$ cat config.mk
export PLATFORM = sky130hd
export DESIGN_NAME = eag_top
export DESIGN_NICKNAME = d
export VERILOG_FILES = /design/src/rtl/eag_pkg.sv /design/src/rtl/eag_ctrl.sv /design/src/rtl/eag_dpath.sv /design/src/rtl/eag_top.sv
export SDC_FILE = /design/constraint.sdc
export NUM_CORES = 1
export LEC_CHECK = 0
export BUFFER_PORTS_ARGS = -buffer_cell sky130_fd_sc_hd__buf_2
export CAP_MARGIN = 10
export CORE_ASPECT_RATIO = 0.6
export CORE_MARGIN = 2
export CORE_UTILIZATION = 55
export CTS_BUF_LIST = sky130_fd_sc_hd__clkbuf_2 sky130_fd_sc_hd__clkbuf_4 sky130_fd_sc_hd__clkbuf_8
export DETAILED_ROUTE_END_ITERATION = 7
export PLACE_DENSITY_LB_ADDON = 0.3
export REMOVE_ABC_BUFFERS = 1
export SLEW_MARGIN = 20
export SYNTH_ARGS = -nofsm -noshare
export SYNTH_HDL_FRONTEND = slang
export SYNTH_SLANG_ARGS = --single-unit
$ cat constraint.sdc
create_clock -name clk -period 11.6 [get_ports clk]
set_input_delay 2.32 -clock clk [delete_from_list [all_inputs] [get_ports clk]]
set_output_delay 2.32 -clock clk [all_outputs]
set_load 0.03 [all_outputs]
$ cat src/rtl/eag_pkg.sv
package eag_pkg;

  typedef enum logic [1:0] {
    MODE_PTR   = 2'd0,
    MODE_BASE  = 2'd1,
    MODE_INDEX = 2'd2,
    MODE_RSVD  = 2'd3
  } eaMode_e;

  typedef enum logic [1:0] {
    BASE_DE,
    BASE_HL,
    BASE_SP,
    BASE_WORD
  } baseSrc_e;

  typedef enum logic [2:0] {
    ADD_ZERO,
    ADD_DISP,
    ADD_A,
    ADD_B,
    ADD_DE,
    ADD_HL
  } addSrc_e;

  typedef enum logic [1:0] {
    STEP_NONE,
    STEP_INC,
    STEP_DEC
  } step_e;

  typedef struct packed {
    baseSrc_e baseSrc;
    addSrc_e  addSrc;
    step_e    step;
    logic     wbToHl;
    logic     invalid;
  } eaStrobes_t;

endpackage

$ cat src/rtl/eag_ctrl.sv
module eag_ctrl
  import eag_pkg::*;
(
  input  logic [1:0] reqMode,
  input  logic [2:0] reqSel,
  output eaStrobes_t strobes
);

  always_comb begin
    strobes = '{baseSrc: BASE_DE, addSrc: ADD_ZERO, step: STEP_NONE,
                wbToHl: 1'b0, invalid: 1'b0};
    unique case (eaMode_e'(reqMode))
      MODE_PTR: begin
        unique case (reqSel)
          3'd0: strobes.step = STEP_INC;
          3'd1: begin strobes.baseSrc = BASE_HL; strobes.step = STEP_INC; strobes.wbToHl = 1'b1; end
          3'd2: strobes.step = STEP_DEC;
          3'd3: begin strobes.baseSrc = BASE_HL; strobes.step = STEP_DEC; strobes.wbToHl = 1'b1; end
          3'd4: strobes.baseSrc = BASE_DE;
          3'd5: strobes.baseSrc = BASE_HL;
          default: strobes.invalid = 1'b1;
        endcase
      end
      MODE_BASE: begin
        strobes.addSrc = ADD_DISP;
        unique case (reqSel[1:0])
          2'd0: strobes.baseSrc = BASE_DE;
          2'd1: strobes.baseSrc = BASE_SP;
          2'd2: strobes.baseSrc = BASE_HL;
          default: strobes.invalid = 1'b1;
        endcase
      end
      MODE_INDEX: begin
        strobes.baseSrc = BASE_WORD;
        unique case (reqSel[1:0])
          2'd0: strobes.addSrc = ADD_DE;
          2'd1: strobes.addSrc = ADD_A;
          2'd2: strobes.addSrc = ADD_HL;
          default: strobes.addSrc = ADD_B;
        endcase
      end
      default: strobes.invalid = 1'b1;
    endcase
  end

  always_comb begin
    if (strobes.step != STEP_NONE) begin
      AST_STEP_ONLY_PTR: assert (reqMode == 2'd0 && reqSel[2] == 1'b0)
        else $error("step decoded outside pointer selectors 0-3");
    end
  end

endmodule

$ cat src/rtl/eag_dpath.sv
module eag_dpath
  import eag_pkg::*;
#(
  parameter int BYTE_W = 8,
  localparam int ADDR_W = 2 * BYTE_W
) (
  input  logic              clk,
  input  logic              rstN,
  input  logic              reqValid,
  input  eaStrobes_t        strobes,
  input  logic [BYTE_W-1:0] regA,
  input  logic [BYTE_W-1:0] regB,
  input  logic [ADDR_W-1:0] regDE,
  input  logic [ADDR_W-1:0] regHL,
  input  logic [ADDR_W-1:0] regSP,
  input  logic [BYTE_W-1:0] disp,
  input  logic [BYTE_W-1:0] baseLo,
  input  logic [BYTE_W-1:0] baseHi,
  output logic              rspValid,
  output logic [ADDR_W-1:0] effAddr,
  output logic              invalidSel,
  output logic              wbEn,
  output logic              wbPairHl,
  output logic [ADDR_W-1:0] wbValue
);

  localparam int PAD_W = ADDR_W - BYTE_W;

  logic [ADDR_W-1:0] baseVal;
  logic [ADDR_W-1:0] addVal;
  logic [ADDR_W-1:0] sumVal;
  logic [ADDR_W-1:0] stepVal;
  logic              doStep;

  always_comb begin
    unique case (strobes.baseSrc)
      BASE_DE:   baseVal = regDE;
      BASE_HL:   baseVal = regHL;
      BASE_SP:   baseVal = regSP;
      default:   baseVal = {baseHi, baseLo};
    endcase
    unique case (strobes.addSrc)
      ADD_DISP: addVal = {{PAD_W{1'b0}}, disp};
      ADD_A:    addVal = {{PAD_W{1'b0}}, regA};
      ADD_B:    addVal = {{PAD_W{1'b0}}, regB};
      ADD_DE:   addVal = regDE;
      ADD_HL:   addVal = regHL;
      default:  addVal = '0;
    endcase
  end

  assign sumVal  = baseVal + addVal;
  assign stepVal = (strobes.step == STEP_INC) ? baseVal + 1'b1 : baseVal - 1'b1;
  assign doStep  = (strobes.step != STEP_NONE) && !strobes.invalid;

  always_ff @(posedge clk) begin
    if (!rstN) begin
      rspValid   <= 1'b0;
      effAddr    <= '0;
      invalidSel <= 1'b0;
      wbEn       <= 1'b0;
      wbPairHl   <= 1'b0;
      wbValue    <= '0;
    end else begin
      rspValid <= reqValid;
      if (reqValid) begin
        effAddr    <= strobes.invalid ? '0 : sumVal;
        invalidSel <= strobes.invalid;
        wbEn       <= doStep;
        wbPairHl   <= doStep & strobes.wbToHl;
        wbValue    <= doStep ? stepVal : '0;
      end else begin
        invalidSel <= 1'b0;
        wbEn       <= 1'b0;
        wbPairHl   <= 1'b0;
        wbValue    <= '0;
      end
    end
  end

  AST_RSP_AFTER_REQ: assert property (@(posedge clk) disable iff (!rstN)
    rspValid |-> $past(reqValid)) else $error("response without request");

  AST_WB_WITH_RSP: assert property (@(posedge clk) disable iff (!rstN)
    wbEn |-> rspValid) else $error("write-back outside a response");

  AST_WB_STEP_ONE: assert property (@(posedge clk) disable iff (!rstN)
    wbEn |-> (wbValue == effAddr + 1'b1 || wbValue == effAddr - 1'b1))
    else $error("write-back not one step from address");

  AST_INVALID_NO_WB: assert property (@(posedge clk) disable iff (!rstN)
    invalidSel |-> (!wbEn && effAddr == '0)) else $error("invalid request produced output");

endmodule

$ cat src/rtl/eag_top.sv
module eag_top
  import eag_pkg::*;
#(
  parameter int BYTE_W = 8,
  localparam int ADDR_W = 2 * BYTE_W
) (
  input  logic              clk,
  input  logic              rstN,
  input  logic              reqValid,
  input  logic [1:0]        reqMode,
  input  logic [2:0]        reqSel,
  input  logic [BYTE_W-1:0] regA,
  input  logic [BYTE_W-1:0] regB,
  input  logic [ADDR_W-1:0] regDE,
  input  logic [ADDR_W-1:0] regHL,
  input  logic [ADDR_W-1:0] regSP,
  input  logic [BYTE_W-1:0] disp,
  input  logic [BYTE_W-1:0] baseLo,
  input  logic [BYTE_W-1:0] baseHi,
  output logic              rspValid,
  output logic [ADDR_W-1:0] effAddr,
  output logic              invalidSel,
  output logic              wbEn,
  output logic              wbPairHl,
  output logic [ADDR_W-1:0] wbValue
);

  eaStrobes_t strobes;

  eag_ctrl ctrl_i (
    .reqMode (reqMode),
    .reqSel  (reqSel),
    .strobes (strobes)
  );

  eag_dpath #(.BYTE_W(BYTE_W)) dpath_i (
    .clk        (clk),
    .rstN       (rstN),
    .reqValid   (reqValid),
    .strobes    (strobes),
    .regA       (regA),
    .regB       (regB),
    .regDE      (regDE),
    .regHL      (regHL),
    .regSP      (regSP),
    .disp       (disp),
    .baseLo     (baseLo),
    .baseHi     (baseHi),
    .rspValid   (rspValid),
    .effAddr    (effAddr),
    .invalidSel (invalidSel),
    .wbEn       (wbEn),
    .wbPairHl   (wbPairHl),
    .wbValue    (wbValue)
  );

endmodule

==> flow_metrics.env <==
export IMPL_outcome="finished, final reports clean"
export IMPL_crit_arrival_ps=7050
export IMPL_detailedRoute_firstIterationViolations=291
export IMPL_slew_viol_final=0
export IMPL_clock_latency_ps=300
export IMPL_slowest_stage="sky130_fd_sc_hd__nor2_1"
export IMPL_post_route_drc=0
export IMPL_num_nets_final=721
export IMPL_final_cells=675
export IMPL_setup_worst_path_end_class="flop"
export IMPL_placed_cell_count=667
export IMPL_area_growth_syn_to_layout_pct=23.0
export IMPL_combPwrFrac=0.459
export IMPL_vias=4135
export IMPL_via_count_of_the_first_global_routing_pass=3810
export IMPL_grt_setup_unrepaired="no"
export IMPL_postSynth_topFlopCell="sky130_fd_sc_hd__dfxtp_1"
export IMPL_top_cells_by_area_in_the_synthesized_netlist="sky130_fd_sc_hd__dfxtp_1, sky130_fd_sc_hd__ha_1, sky130_fd_sc_hd__a21oi_1, sky130_fd_sc_hd__mux2_1, sky130_fd_sc_hd__nand2_1"
export IMPL_clkSinkCount=36
export IMPL_synth_cell_types=57
export IMPL_synthCells=468
export IMPL_num_rows=22
export IMPL_dr_pass1_iters=7
export IMPL_route_final_wire_length_mm=11.8
export IMPL_crit_type="input port to flop"
export IMPL_hold_buffers=0
export IMPL_leakagePower_nw=2.12
export IMPL_initial_cell_density_of_the_core=0.579
export IMPL_finalWeightedCongestion=0.948
export IMPL_critical_path_top_delay_family="compound AO/OA/AOI/OAI gates"
export IMPL_critPathMaxFanout=17
export IMPL_final_layout_size_suffix_gt1_frac=0.254
export IMPL_post_synth_instance_area_sq_um=3590
export IMPL_p_sw_frac=0.382
export IMPL_cts_buffers=5
export IMPL_worst_r2r_setup_slack_ps=10860
export IMPL_powerDensity_nw_per_um2=103
export IMPL_cp_slowest_stage_delay_ps=830
export IMPL_timing_hold_ws_ps=453
export IMPL_die_width_um=108
export IMPL_grt_overflow_total=0
export IMPL_n_antenna_cell=0
export IMPL_achievable_frequency_mhz=146
export IMPL_number_of_antenna_violations_at_the_first_check_in_global_routing=1
export IMPL_startpoint_type="input port"
export IMPL_drv_max_cap_violation_count=0
export IMPL_synth_enable_flop_cells=0
export IMPL_hp_class="flop to flop"
export IMPL_grt_pass1_wl_mm=18.5
export IMPL_globalRouteTotalUtil=0.333
export IMPL_cell_with_the_most_instances_on_the_worst_path="sky130_fd_sc_hd__o21ai_1"
export IMPL_clock_root_buffer="sky130_fd_sc_hd__clkbuf_8"
export IMPL_cellInternalPower_mw=0.280
export IMPL_timing_final_crit_period_ps=6860
export IMPL_dp_final_hpwl_mm=9.40
export IMPL_utilization=0.712
export IMPL_relSlewSlack=0.266
export IMPL_h_tree_depth=2
export IMPL_path_clk_slew_ps=70
export IMPL_synth_common_cells="sky130_fd_sc_hd__a21oi_1, sky130_fd_sc_hd__nand2_1, sky130_fd_sc_hd__dfxtp_1"
export IMPL_tritoncts_clock_tree="yes"
export IMPL_sequentialPowerShare=0.291
export IMPL_yosys_area_top_type_share=0.201
export IMPL_postCtsResizedCells=0
export IMPL_maximum_clock_path_buffer_count=2
export IMPL_syn_avg_cell_area_sq_um=7.66
export IMPL_average_wire_length_per_cell_after_detail_routing_um=17.5
export IMPL_port_buffers=131
export IMPL_cp_buffers_inverters=2
export IMPL_ys_warnings_count=0
export IMPL_ioPinCount=132
export IMPL_cts_repair_timing_setup_buffer_count=0
export IMPL_multi_input_area_sq_um=2660
export IMPL_critical_path_cell_chain="buf_2 > inv_1 > ha_1 > nor4bb_1 > nor2_1 > nor2_1 > a221oi_1 > a21oi_1 > ha_1 > a211oi_1 > o21ai_1 > nand2_1 > o21ai_1 > a211o_1 > a21oi_1 > xnor2_1 > o21ai_1"
export IMPL_critPathRequiredTime_ps=11790
export IMPL_synth_seq_cells=36
export IMPL_synth_most_common_cell="sky130_fd_sc_hd__a21oi_1"
export IMPL_die_h_um=66.5
export IMPL_yosys_area_top_type="sky130_fd_sc_hd__dfxtp_1"
export IMPL_ys_seq_area_frac=0.201
export IMPL_number_of_hold_slack_violations_in_the_final_timing_report=0
export IMPL_residual_antenna_violating_net_count_after_detailed_routing=0
export IMPL_finalSetupViolCount=0
export IMPL_fp_coreArea_sq_um=6190
export IMPL_final_seq_area_sq_um=721
export IMPL_power_ir_vdd_worst_v=0.0000525
export IMPL_tns_ps=0
export IMPL_n_fill_cell=529
export IMPL_vias_per_cell=6.13
export IMPL_async_flop_share=0
export IMPL_grt_max_degree=39
export IMPL_power_share_clock=0.250
export IMPL_p_sw_mw=0.173
export IMPL_final_min_period_over_clock_period=0.591
export IMPL_max_slew_worst_pin_slew_ps=1100
export IMPL_fin_skew_ps=0
export IMPL_die_area_sq_um=7200
## cells by family (layout without fill, tap and decap cells)
| group | count (synthesis) | after routing | share of synthesized area |
|---|---|---|---|
| AOI/OAI and AO/OA | 148 | 148 | 0.277 |
| DFF | 36 | 36 | 0.201 |
| and+or+nand+nor | 150 | 150 | 0.211 |
| buffers and inverters | 52 | 175 | 0.0562 |
| xor gates and xnor gates | 24 | 24 | 0.0586 |
| adders and majority gates | 35 | 35 | 0.126 |
| muxes | 23 | 23 | 0.0694 |
## layout by cell type (no fill, tap or decap), types with 3 or more instances in the layout
| cell type | n |
|---|---|
| sky130_fd_sc_hd__nand2_1 | 42 |
| sky130_fd_sc_hd__o31ai_1 | 6 |
| sky130_fd_sc_hd__buf_2 | 131 |
| sky130_fd_sc_hd__nand2b_1 | 10 |
| sky130_fd_sc_hd__a21oi_1 | 44 |
| sky130_fd_sc_hd__inv_1 | 30 |
| sky130_fd_sc_hd__and2_1 | 10 |
| sky130_fd_sc_hd__ha_1 | 33 |
| sky130_fd_sc_hd__clkbuf_8 | 5 |
| sky130_fd_sc_hd__a21boi_0 | 6 |
| sky130_fd_sc_hd__a222oi_1 | 8 |
| sky130_fd_sc_hd__dfxtp_1 | 36 |
| sky130_fd_sc_hd__nand4_1 | 3 |
| sky130_fd_sc_hd__nand3_1 | 18 |
| sky130_fd_sc_hd__o21a_1 | 4 |
| sky130_fd_sc_hd__and3_1 | 5 |
| sky130_fd_sc_hd__o21ai_0 | 15 |
| sky130_fd_sc_hd__buf_4 | 5 |
| sky130_fd_sc_hd__nor2_1 | 28 |
| sky130_fd_sc_hd__mux2_1 | 15 |
| sky130_fd_sc_hd__o22ai_1 | 7 |
| sky130_fd_sc_hd__a21boi_1 | 5 |
| sky130_fd_sc_hd__xnor2_1 | 11 |
| sky130_fd_sc_hd__a21o_1 | 6 |
| sky130_fd_sc_hd__a31oi_1 | 5 |
| sky130_fd_sc_hd__mux2i_1 | 8 |
| sky130_fd_sc_hd__nor2b_1 | 11 |
| sky130_fd_sc_hd__nor3_1 | 7 |
| sky130_fd_sc_hd__o21ai_1 | 9 |
| sky130_fd_sc_hd__a221oi_1 | 14 |
| sky130_fd_sc_hd__xor2_1 | 13 |
## worst register-to-register path: stages (launching register included)
cell and delay, ps:
sky130_fd_sc_hd__dfxtp_1 340, sky130_fd_sc_hd__inv_1 50, sky130_fd_sc_hd__o22ai_1 150, sky130_fd_sc_hd__and2_1 150
## layout make-up
cell class / instances / area share
well taps: 84 / 0.0238
multi-input cells: 380 / 0.604
flip-flops and latches: 36 / 0.163
clock buffers: 6 / 0.0173
inverters: 31 / 0.0264
repair buffers: 136 / 0.157
clock inverters: 2 / 0.00794
## sequential cells by signal, indices dropped and copies added (netlist names)
name and count:
dpath_i.rspValid 1, dpath_i.effAddr 16, dpath_i.wbEn 1, dpath_i.wbPairHl 1, dpath_i.wbValue 16, dpath_i.invalidSel 1
## worst paths after layout
check / startpoint / endpoint / cells after the start
max: reqMode[1] / dpath_i.effAddr[15] / 17
min: dpath_i.effAddr[15] / dpath_i.effAddr[15] / 2
max reg2reg: dpath_i.effAddr[12] / dpath_i.effAddr[12] / 3
min reg2reg: dpath_i.effAddr[15] / dpath_i.effAddr[15] / 2
## metrics by stage
| step | area (sq um) | power [mW] | setup slack, ps |
|---|---|---|---|
| floorplan | 3500 | 0.274 | 4880 |
| global placement | 4300 | 0.331 | 4790 |
| detailed placement | 4300 | 0.337 | 4580 |
| CTS | 4410 | 0.451 | 4850 |
| global route | 4410 | 0.481 | 4480 |
| finish | 4410 | 0.454 | 4740 |
## layer usage
metal  vias up  GRT usage  part of all wire
met5         -          0            0.0011
met4         2      0.133             0.028
met3        39     0.0744              0.12
met2       283      0.525              0.42
met1      1844      0.443              0.44
li1       1967          -                 -
## power by group through the flow
stage / logic [mW] / registers, mW / clock network, mW
final: 0.208 / 0.132 / 0.114
after global placement: 0.197 / 0.134 / 0
after global routing: 0.228 / 0.132 / 0.121
after detailed placement: 0.202 / 0.135 / 0
after floorplan: 0.128 / 0.146 / 0
after CTS: 0.204 / 0.132 / 0.116
Note: power is estimated with default switching activity, not from simulation.
